**src/rtl/xfer_pkg.sv**
```systemverilog
package xfer_pkg;
  localparam int NUM_REGS = 3;
  localparam int ADDR_W   = 2;

  // source index taken when select is 0 (lower-numbered neighbour)
  function automatic int lo_src(input int idx);
    return (idx == 0) ? 1 : 0;
  endfunction

  // source index taken when select is 1 (higher-numbered neighbour)
  function automatic int hi_src(input int idx);
    return (idx == 2) ? 1 : 2;
  endfunction
endpackage

```
**src/rtl/xfer_wr_decode.sv**
```systemverilog
module xfer_wr_decode
  import xfer_pkg::*;
#(
  parameter int NREG = NUM_REGS,
  parameter int AW   = ADDR_W
) (
  input  logic            wr_en,
  input  logic [AW-1:0]   wr_addr,
  output logic [NREG-1:0] wr_hit
);
  always_comb begin
    wr_hit = '0;
    for (int k = 0; k < NREG; k++) begin
      if (wr_en && (wr_addr == AW'(k))) wr_hit[k] = 1'b1;
    end
  end
endmodule

```
**src/rtl/xfer_src_mux.sv**
```systemverilog
module xfer_src_mux #(
  parameter int WIDTH = 8
) (
  input  logic             pick_hi,
  input  logic [WIDTH-1:0] src_lo,
  input  logic [WIDTH-1:0] src_hi,
  output logic [WIDTH-1:0] src_out
);
  always_comb begin
    src_out = pick_hi ? src_hi : src_lo;
  end
endmodule

```
**src/rtl/xfer_reg_slice.sv**
```systemverilog
module xfer_reg_slice #(
  parameter int WIDTH = 8
) (
  input  logic             clk,
  input  logic             rst,
  input  logic             wr_hit,
  input  logic [WIDTH-1:0] wr_data,
  input  logic             ld,
  input  logic [WIDTH-1:0] nxt,
  output logic [WIDTH-1:0] q
);
  always_ff @(posedge clk) begin
    if (rst)         q <= '0;
    else if (wr_hit) q <= wr_data;
    else if (ld)     q <= nxt;
  end

  AST_RESET_CLEAR: assert property (@(posedge clk) disable iff (rst)
    $fell(rst) |-> q == '0);
  AST_HOLD_IDLE: assert property (@(posedge clk) disable iff (rst)
    (!wr_hit && !ld) |=> $stable(q));
  AST_WRITE_WINS: assert property (@(posedge clk) disable iff (rst)
    wr_hit |=> q == $past(wr_data));
endmodule

```
**src/rtl/dmux_xfer_unit.sv**
```systemverilog
module dmux_xfer_unit
  import xfer_pkg::*;
#(
  parameter int WIDTH = 8
) (
  input  logic              clk,
  input  logic              rst,
  input  logic [2:0]        sel,
  input  logic [2:0]        load,
  input  logic              wr_en,
  input  logic [1:0]        wr_addr,
  input  logic [WIDTH-1:0]  wr_data,
  output logic [WIDTH-1:0]  q0,
  output logic [WIDTH-1:0]  q1,
  output logic [WIDTH-1:0]  q2
);
  localparam int NREG = NUM_REGS;

  logic [NREG-1:0]  wr_hit;
  logic [WIDTH-1:0] regs [NREG];
  logic [WIDTH-1:0] nxt  [NREG];

  xfer_wr_decode #(.NREG(NREG), .AW(ADDR_W)) u_dec (
    .wr_en   (wr_en),
    .wr_addr (wr_addr),
    .wr_hit  (wr_hit)
  );

  for (genvar gi = 0; gi < NREG; gi++) begin : g_slot
    localparam int LO = lo_src(gi);
    localparam int HI = hi_src(gi);

    xfer_src_mux #(.WIDTH(WIDTH)) u_mux (
      .pick_hi (sel[gi]),
      .src_lo  (regs[LO]),
      .src_hi  (regs[HI]),
      .src_out (nxt[gi])
    );

    xfer_reg_slice #(.WIDTH(WIDTH)) u_reg (
      .clk     (clk),
      .rst     (rst),
      .wr_hit  (wr_hit[gi]),
      .wr_data (wr_data),
      .ld      (load[gi]),
      .nxt     (nxt[gi]),
      .q       (regs[gi])
    );

    AST_LOAD_SOURCE: assert property (@(posedge clk) disable iff (rst)
      (load[gi] && !(wr_en && wr_addr == 2'(gi))) |=>
        regs[gi] == ($past(sel[gi]) ? $past(regs[HI]) : $past(regs[LO])));

    AST_WRITE_TAKEN: assert property (@(posedge clk) disable iff (rst)
      (wr_en && wr_addr == 2'(gi)) |=> regs[gi] == $past(wr_data));
  end

  AST_DEAD_ADDR: assert property (@(posedge clk) disable iff (rst)
    (wr_en && wr_addr == 2'd3 && load == 3'b000) |=>
      ($stable(q0) && $stable(q1) && $stable(q2)));

  AST_SWAP_PAIR: assert property (@(posedge clk) disable iff (rst)
    (!wr_en && load == 3'b011 && sel[1:0] == 2'b00) |=>
      (q0 == $past(q1) && q1 == $past(q0)));

  assign q0 = regs[0];
  assign q1 = regs[1];
  assign q2 = regs[2];
endmodule

```
**config.mk**
```make
export PLATFORM = sky130hd
export DESIGN_NAME = dmux_xfer_unit
export DESIGN_NICKNAME = d
export VERILOG_FILES = /design/src/rtl/xfer_pkg.sv /design/src/rtl/xfer_wr_decode.sv /design/src/rtl/xfer_src_mux.sv /design/src/rtl/xfer_reg_slice.sv /design/src/rtl/dmux_xfer_unit.sv
export SDC_FILE = /design/constraint.sdc
export NUM_CORES = 1
export LEC_CHECK = 0
export ABC_AREA = 1
export ABC_CLOCK_PERIOD_IN_PS = 1800
export BUFFER_PORTS_ARGS = -buffer_cell sky130_fd_sc_hd__buf_2
export CAP_MARGIN = 20
export CORE_MARGIN = 1.5
export CORE_UTILIZATION = 55
export DETAILED_ROUTE_END_ITERATION = 8
export GPL_ROUTABILITY_DRIVEN = 0
export PLACE_DENSITY_LB_ADDON = 0.15
export SLEW_MARGIN = 40
export SYNTH_ARGS = -nofsm -noshare
export SYNTH_HDL_FRONTEND = slang
export SYNTH_SLANG_ARGS = --single-unit
```
**constraint.sdc**
```tcl
create_clock -name clk -period 1.8 [get_ports clk]
set_input_delay 0.18 -clock clk [delete_from_list [all_inputs] [get_ports clk]]
set_output_delay 0.18 -clock clk [all_outputs]
set_load 0.02 [all_outputs]
```
== Word level (Yosys, flattened, before mapping) ==
Index checks and enable logic that the tools add are counted.

* Equal/unequal tests: 2
* Multiplexer cells: 12
* Reduce and logical (&&, ||, !) cells: 7

{| class="wikitable"
|+ Operator list
! cell !! number
|-
| $mux W8 || 9
|-
| $reduce_bool A2 Y1 || 3
|-
| $logic_and A1 B1 Y1 || 3
|-
| $mux W1 || 3
|-
| $eq A2 B1 Y1 const B || 1
|-
| $eq A2 B2 Y1 const B || 1
|-
| $logic_not A2 Y1 || 1
|}

* Flip-flop bits (word level): 24
* Bits of input ports: 19
* Output and inout port bits: 24

== Logic depth before layout (Yosys ltp) ==
* Depth after elaboration: 4
* Gate-level depth with buffers: 6

== By module ==
A second synthesis with hierarchy kept.

* Cells, all modules: 268
* Area total of the unflattened synthesis: 1569.0 sq um

{| class="wikitable"
|+ Modules (own cells, without submodules)
! module !! times used !! cells each !! area an instance (sq um) !! seq. area each (sq um)
|-
| xfer_reg_slice || 3 || 61 || 409.1 || 160.2
|-
| xfer_src_mux || 3 || 26 || 105.1 || 0.0
|-
| xfer_wr_decode || 1 || 7 || 26.3 || 0.0
|}

== Least setup slack after synthesis ==
No wires, ideal clock.

* Path kind: register to register
* Start: register g_slot[1].u_reg.q[0]
* End: register g_slot[0].u_reg.q[0]
* Arrival: 0.779 ns
* Required time: 1.736 ns
* Setup slack: 0.957 ns
* Cell stages (with the launch flop): 5
* Period minus slack after synthesis: 0.843 ns
* Path through: dfxtp_1 -> inv_1 -> o21ai_0 -> nor2_1 -> nor2_1

* Word-level cells in the longest chain between the ends: 3

{| class="wikitable"
|+ Ends and longest elaborated chain
! element !! RTL line !! RTL
|-
| start: declaration || xfer_reg_slice.sv:10 || <nowiki>output logic [WIDTH-1:0] q</nowiki>
|-
| start signal: assignment || xfer_reg_slice.sv:14 || <nowiki>else if (wr_hit) q <= wr_data;</nowiki>
|-
| start signal: assignment || xfer_reg_slice.sv:15 || <nowiki>else if (ld) q <= nxt;</nowiki>
|-
| $mux W8 || xfer_src_mux.sv:10 || <nowiki>src_out = pick_hi ? src_hi : src_lo;</nowiki>
|-
| $mux W8 || xfer_reg_slice.sv:15 ||
|-
| $mux W8 || xfer_reg_slice.sv:14 ||
|-
| end signal: assignment || xfer_reg_slice.sv:14 ||
|-
| end signal: assignment || xfer_reg_slice.sv:15 ||
|-
| end: declaration || xfer_reg_slice.sv:10 ||
|}

No other way between the ends. The select of a mux whose other input is x is not followed.
A chain may end at the register's enable or synchronous reset.

== Worst setup path after layout ==
* Start: register g_slot[2].u_reg.q[5]
* End: output q2[5]

{| class="wikitable"
|+ RTL lines
! element !! RTL line !! RTL
|-
| start: declaration || xfer_reg_slice.sv:10 ||
|-
| start signal: assignment || xfer_reg_slice.sv:14 ||
|-
| start signal: assignment || xfer_reg_slice.sv:15 ||
|-
| end: declaration || dmux_xfer_unit.sv:15 || <nowiki>output logic [WIDTH-1:0] q2</nowiki>
|}

No word-level cell between the ends.

==> metrics.txt <==
# TYPE chip_impl_metric gauge
chip_impl_info{name="status",value="finished clean"} 1
chip_impl_metric{name="power-per-cell-area",unit="nW/um^2"} 706
chip_impl_metric{name="floorplan.initialDensity",unit="%"} 57.2
chip_impl_info{name="crit_path_cell_trace",value="buf_2"} 1
chip_impl_metric{name="grt_pass1_wl",unit="mm"} 6.87
chip_impl_metric{name="fp.dieW",unit="um"} 56.3
chip_impl_info{name="tritoncts",value="built"} 1
chip_impl_info{name="ys_top_cells_by_count",value="nand2_1 (58), nand3_1 (48), nor2_1 (48)"} 1
chip_impl_metric{name="synthesis.nets",unit=""} 282
chip_impl_info{name="top_register",value="g_slot.u_reg.q"} 1
chip_impl_metric{name="path_max_fanout",unit=""} 4
chip_impl_metric{name="async_flop_share",unit="%"} 0
chip_impl_metric{name="area_growth_syn_to_layout",unit="%"} 16.3
chip_impl_metric{name="synth_area",unit="sq um"} 1560
chip_impl_metric{name="cts-htree-levels",unit=""} 1
chip_impl_metric{name="max_stage_delay",unit="ns"} 0.41
chip_impl_metric{name="ant_nets",unit=""} 0
chip_impl_metric{name="critical_path_data_arrival_time",unit="ns"} 0.92
chip_impl_metric{name="max-slew-margin-rel",unit="%"} 77.7
chip_impl_info{name="hp-class",value="input port to register"} 1
chip_impl_metric{name="critPathRequiredTime",unit="ns"} 1.62
chip_impl_info{name="critPathCaptureType",value="output port"} 1
chip_impl_metric{name="ys.warnings.count",unit=""} 0
chip_impl_metric{name="skew",unit="ns"} 0.0151
chip_impl_metric{name="viasPerCell",unit=""} 5.19
chip_impl_info{name="postSynth.topFlopCell",value="dfxtp_1"} 1
chip_impl_metric{name="synth_enable_flop_cells",unit=""} 0
chip_impl_info{name="clockRootBuffer",value="clkbuf_4"} 1
chip_impl_metric{name="cells_resized_by_post_cts_repair",unit=""} 0
chip_impl_metric{name="placed_cells_incl_taps",unit=""} 331
chip_impl_metric{name="detail_route.drc_violations",unit=""} 0
chip_impl_metric{name="timing.setup.tns",unit="ns"} 0
chip_impl_metric{name="vdd.ir_drop.worst",unit="V"} 0.000560
chip_impl_metric{name="routedWlPerCell",unit="um"} 12.2
chip_impl_metric{name="power_leakage",unit="uW"} 0.000977
chip_impl_metric{name="grt_pass1_vias",unit=""} 1522
chip_impl_metric{name="num_io_pins",unit=""} 43
chip_impl_metric{name="bufs_and_invs_on_worst_path",unit=""} 1
chip_impl_metric{name="number_of_non_filler_instances_in_the_completed_layout",unit=""} 335
chip_impl_metric{name="pin_count_of_the_biggest_net_entering_global_routing",unit=""} 25
chip_impl_metric{name="via_count",unit=""} 1739
chip_impl_metric{name="clkLatencyLatePin",unit="ns"} 0.31
chip_impl_metric{name="num_rows",unit=""} 19
chip_impl_metric{name="fp.dieArea",unit="sq um"} 3170
chip_impl_metric{name="floorplan.die.height",unit="um"} 56.3
chip_impl_metric{name="cts.repair_timing.setup_buffer_count",unit=""} 0
chip_impl_metric{name="syn_inst",unit=""} 263
chip_impl_metric{name="hpwl",unit="mm"} 2.87
chip_impl_info{name="synthMostInstantiatedCell",value="nand2_1"} 1
chip_impl_metric{name="synth_top_area_share",unit="%"} 30.7
chip_impl_metric{name="placeableCoreArea",unit="sq um"} 2730
chip_impl_info{name="unrepaired_setup_endpoints_after_global_routing",value="no"} 1
chip_impl_info{name="worst_setup_path_start_kind",value="register"} 1
chip_impl_info{name="synth.largest_area_cell",value="dfxtp_1"} 1
chip_impl_metric{name="synth-seq-area-share",unit="%"} 30.7
chip_impl_metric{name="post_synth_num_cell_types",unit=""} 13
chip_impl_metric{name="fin_crit",unit="ns"} 1.10
chip_impl_metric{name="rrSetupSlack",unit="ns"} 0.96
chip_impl_info{name="largest_registers",value="g_slot.u_reg.q (24)"} 1
chip_impl_metric{name="worst_slack",unit="ns"} 0.703
chip_impl_metric{name="tritoncts_num_sinks",unit=""} 24
chip_impl_metric{name="dr.pass1.iters",unit=""} 4
chip_impl_metric{name="final_layout_size_suffix_gt1_share",unit="%"} 18.4
chip_impl_metric{name="finalCritPeriodShare",unit="%"} 60.9
chip_impl_metric{name="globalRoute.totalOverflow",unit=""} 0
chip_impl_info{name="yosys-top-cells-area",value="dfxtp_1 (31%), nand3_1 (15%), nand2_1 (14%)"} 1
chip_impl_metric{name="final-setup-viol-count",unit=""} 0
chip_impl_metric{name="detailedPlace.worstSlack",unit="ns"} 0.629
chip_impl_metric{name="clk_path_buf_depth",unit=""} 2
chip_impl_metric{name="grtUsageTotal",unit="%"} 27.5
chip_impl_metric{name="synth.ff_latch_count",unit=""} 24
chip_impl_metric{name="timing.final.max_slew_violations",unit=""} 0
chip_impl_metric{name="dr.first_iter.drc_count",unit=""} 89
chip_impl_info{name="worst-setup-path-type",value="register to output port"} 1
chip_impl_info{name="critical_path.top_delay_family",value="flip-flops"} 1
chip_impl_metric{name="port_buffers",unit=""} 42
chip_impl_info{name="worst_path_max_delay_cell",value="dfxtp_1"} 1
chip_impl_metric{name="antennaDiodeCount",unit=""} 0
chip_impl_metric{name="finalHoldViolCount",unit=""} 0
chip_impl_metric{name="postRouteWirelength",unit="mm"} 4.07
chip_impl_metric{name="highest_clock_rate",unit="MHz"} 912
chip_impl_metric{name="maxCapViolations",unit=""} 0
chip_impl_metric{name="flip_flop_count_of_the_largest_register_after_layout",unit=""} 24
chip_impl_metric{name="max_slew.worst_pin.slew",unit="ns"} 0.334
chip_impl_metric{name="cts.hold.buffers_added",unit=""} 0
chip_impl_metric{name="numCtsBuffers",unit=""} 3
chip_impl_metric{name="path_clk_slew",unit="ns"} 0.15
chip_impl_metric{name="syn_area_per_cell",unit="sq um"} 5.94
chip_impl_metric{name="finish.net_count",unit=""} 324
chip_impl_metric{name="antenna_found_initial",unit=""} 0
layout by cell type (no fill, tap or decap), drive strengths merged:
cell	count
clkbuf	4
inv	46
o21ai	24
nand2	62
dfxtp	24
nor2	51
buf	43
nand3	50
metal layers:
metal	wire [um]	track usage, %	part of all wire (%)	up-vias
met5	0	0	0	-
met2	1850	45.2	45	71
met4	30	7.82	0.74	0
met3	330	3.23	8.1	4
met1	1860	38.1	46	763
li1	-	-	-	901
per-stage QoR:
stage	instance area [sq um]	hold WS [ns]	utilization, %	power, uW
after floorplan	1560	0.402	-	876
after global placement	1780	0.541	65.2	996
after detailed placement	1780	0.550	65.2	1000
after CTS	1820	0.221	66.5	1280
after global routing	1820	0.232	66.5	1360
final	1820	0.213	66.5	1280
report_power, final:
part,internal [uW],switching [uW]
Combinational,127,255
Sequential,577,32.8
Clock,123,168
Total,827,456
logic make-up (layout without fill, tap and decap cells):
logic type	after synthesis	after routing	synth area share, %
and+or+nand+nor	163	163	48.1
buffers and inverters	52	93	13.5
AOI/OAI and AO/OA	24	24	7.69
DFF	24	24	30.7
final cells by class:
type | count | area, sq um
clock buffer | 4 | 36.3
fill | 274 | 916
inverter | 46 | 173
multi-input combinational | 187 | 872
sequential | 24 | 480
tap | 31 | 38.8
timing repair buffer | 43 | 218
worst paths after layout:
path | start | endpoint | cells past startpoint
max | g_slot[2].u_reg.q[5]$_SDFFE_PP0P_ | q2[5] | 1
max reg2reg | g_slot[1].u_reg.q[6]$_SDFFE_PP0P_ | g_slot[0].u_reg.q[6]$_SDFFE_PP0P_ | 4
min | wr_data[3] | g_slot[2].u_reg.q[3]$_SDFFE_PP0P_ | 5
min reg2reg | g_slot[1].u_reg.q[3]$_SDFFE_PP0P_ | g_slot[1].u_reg.q[3]$_SDFFE_PP0P_ | 4
No activity file was read; power rests on OpenSTA's default activity.
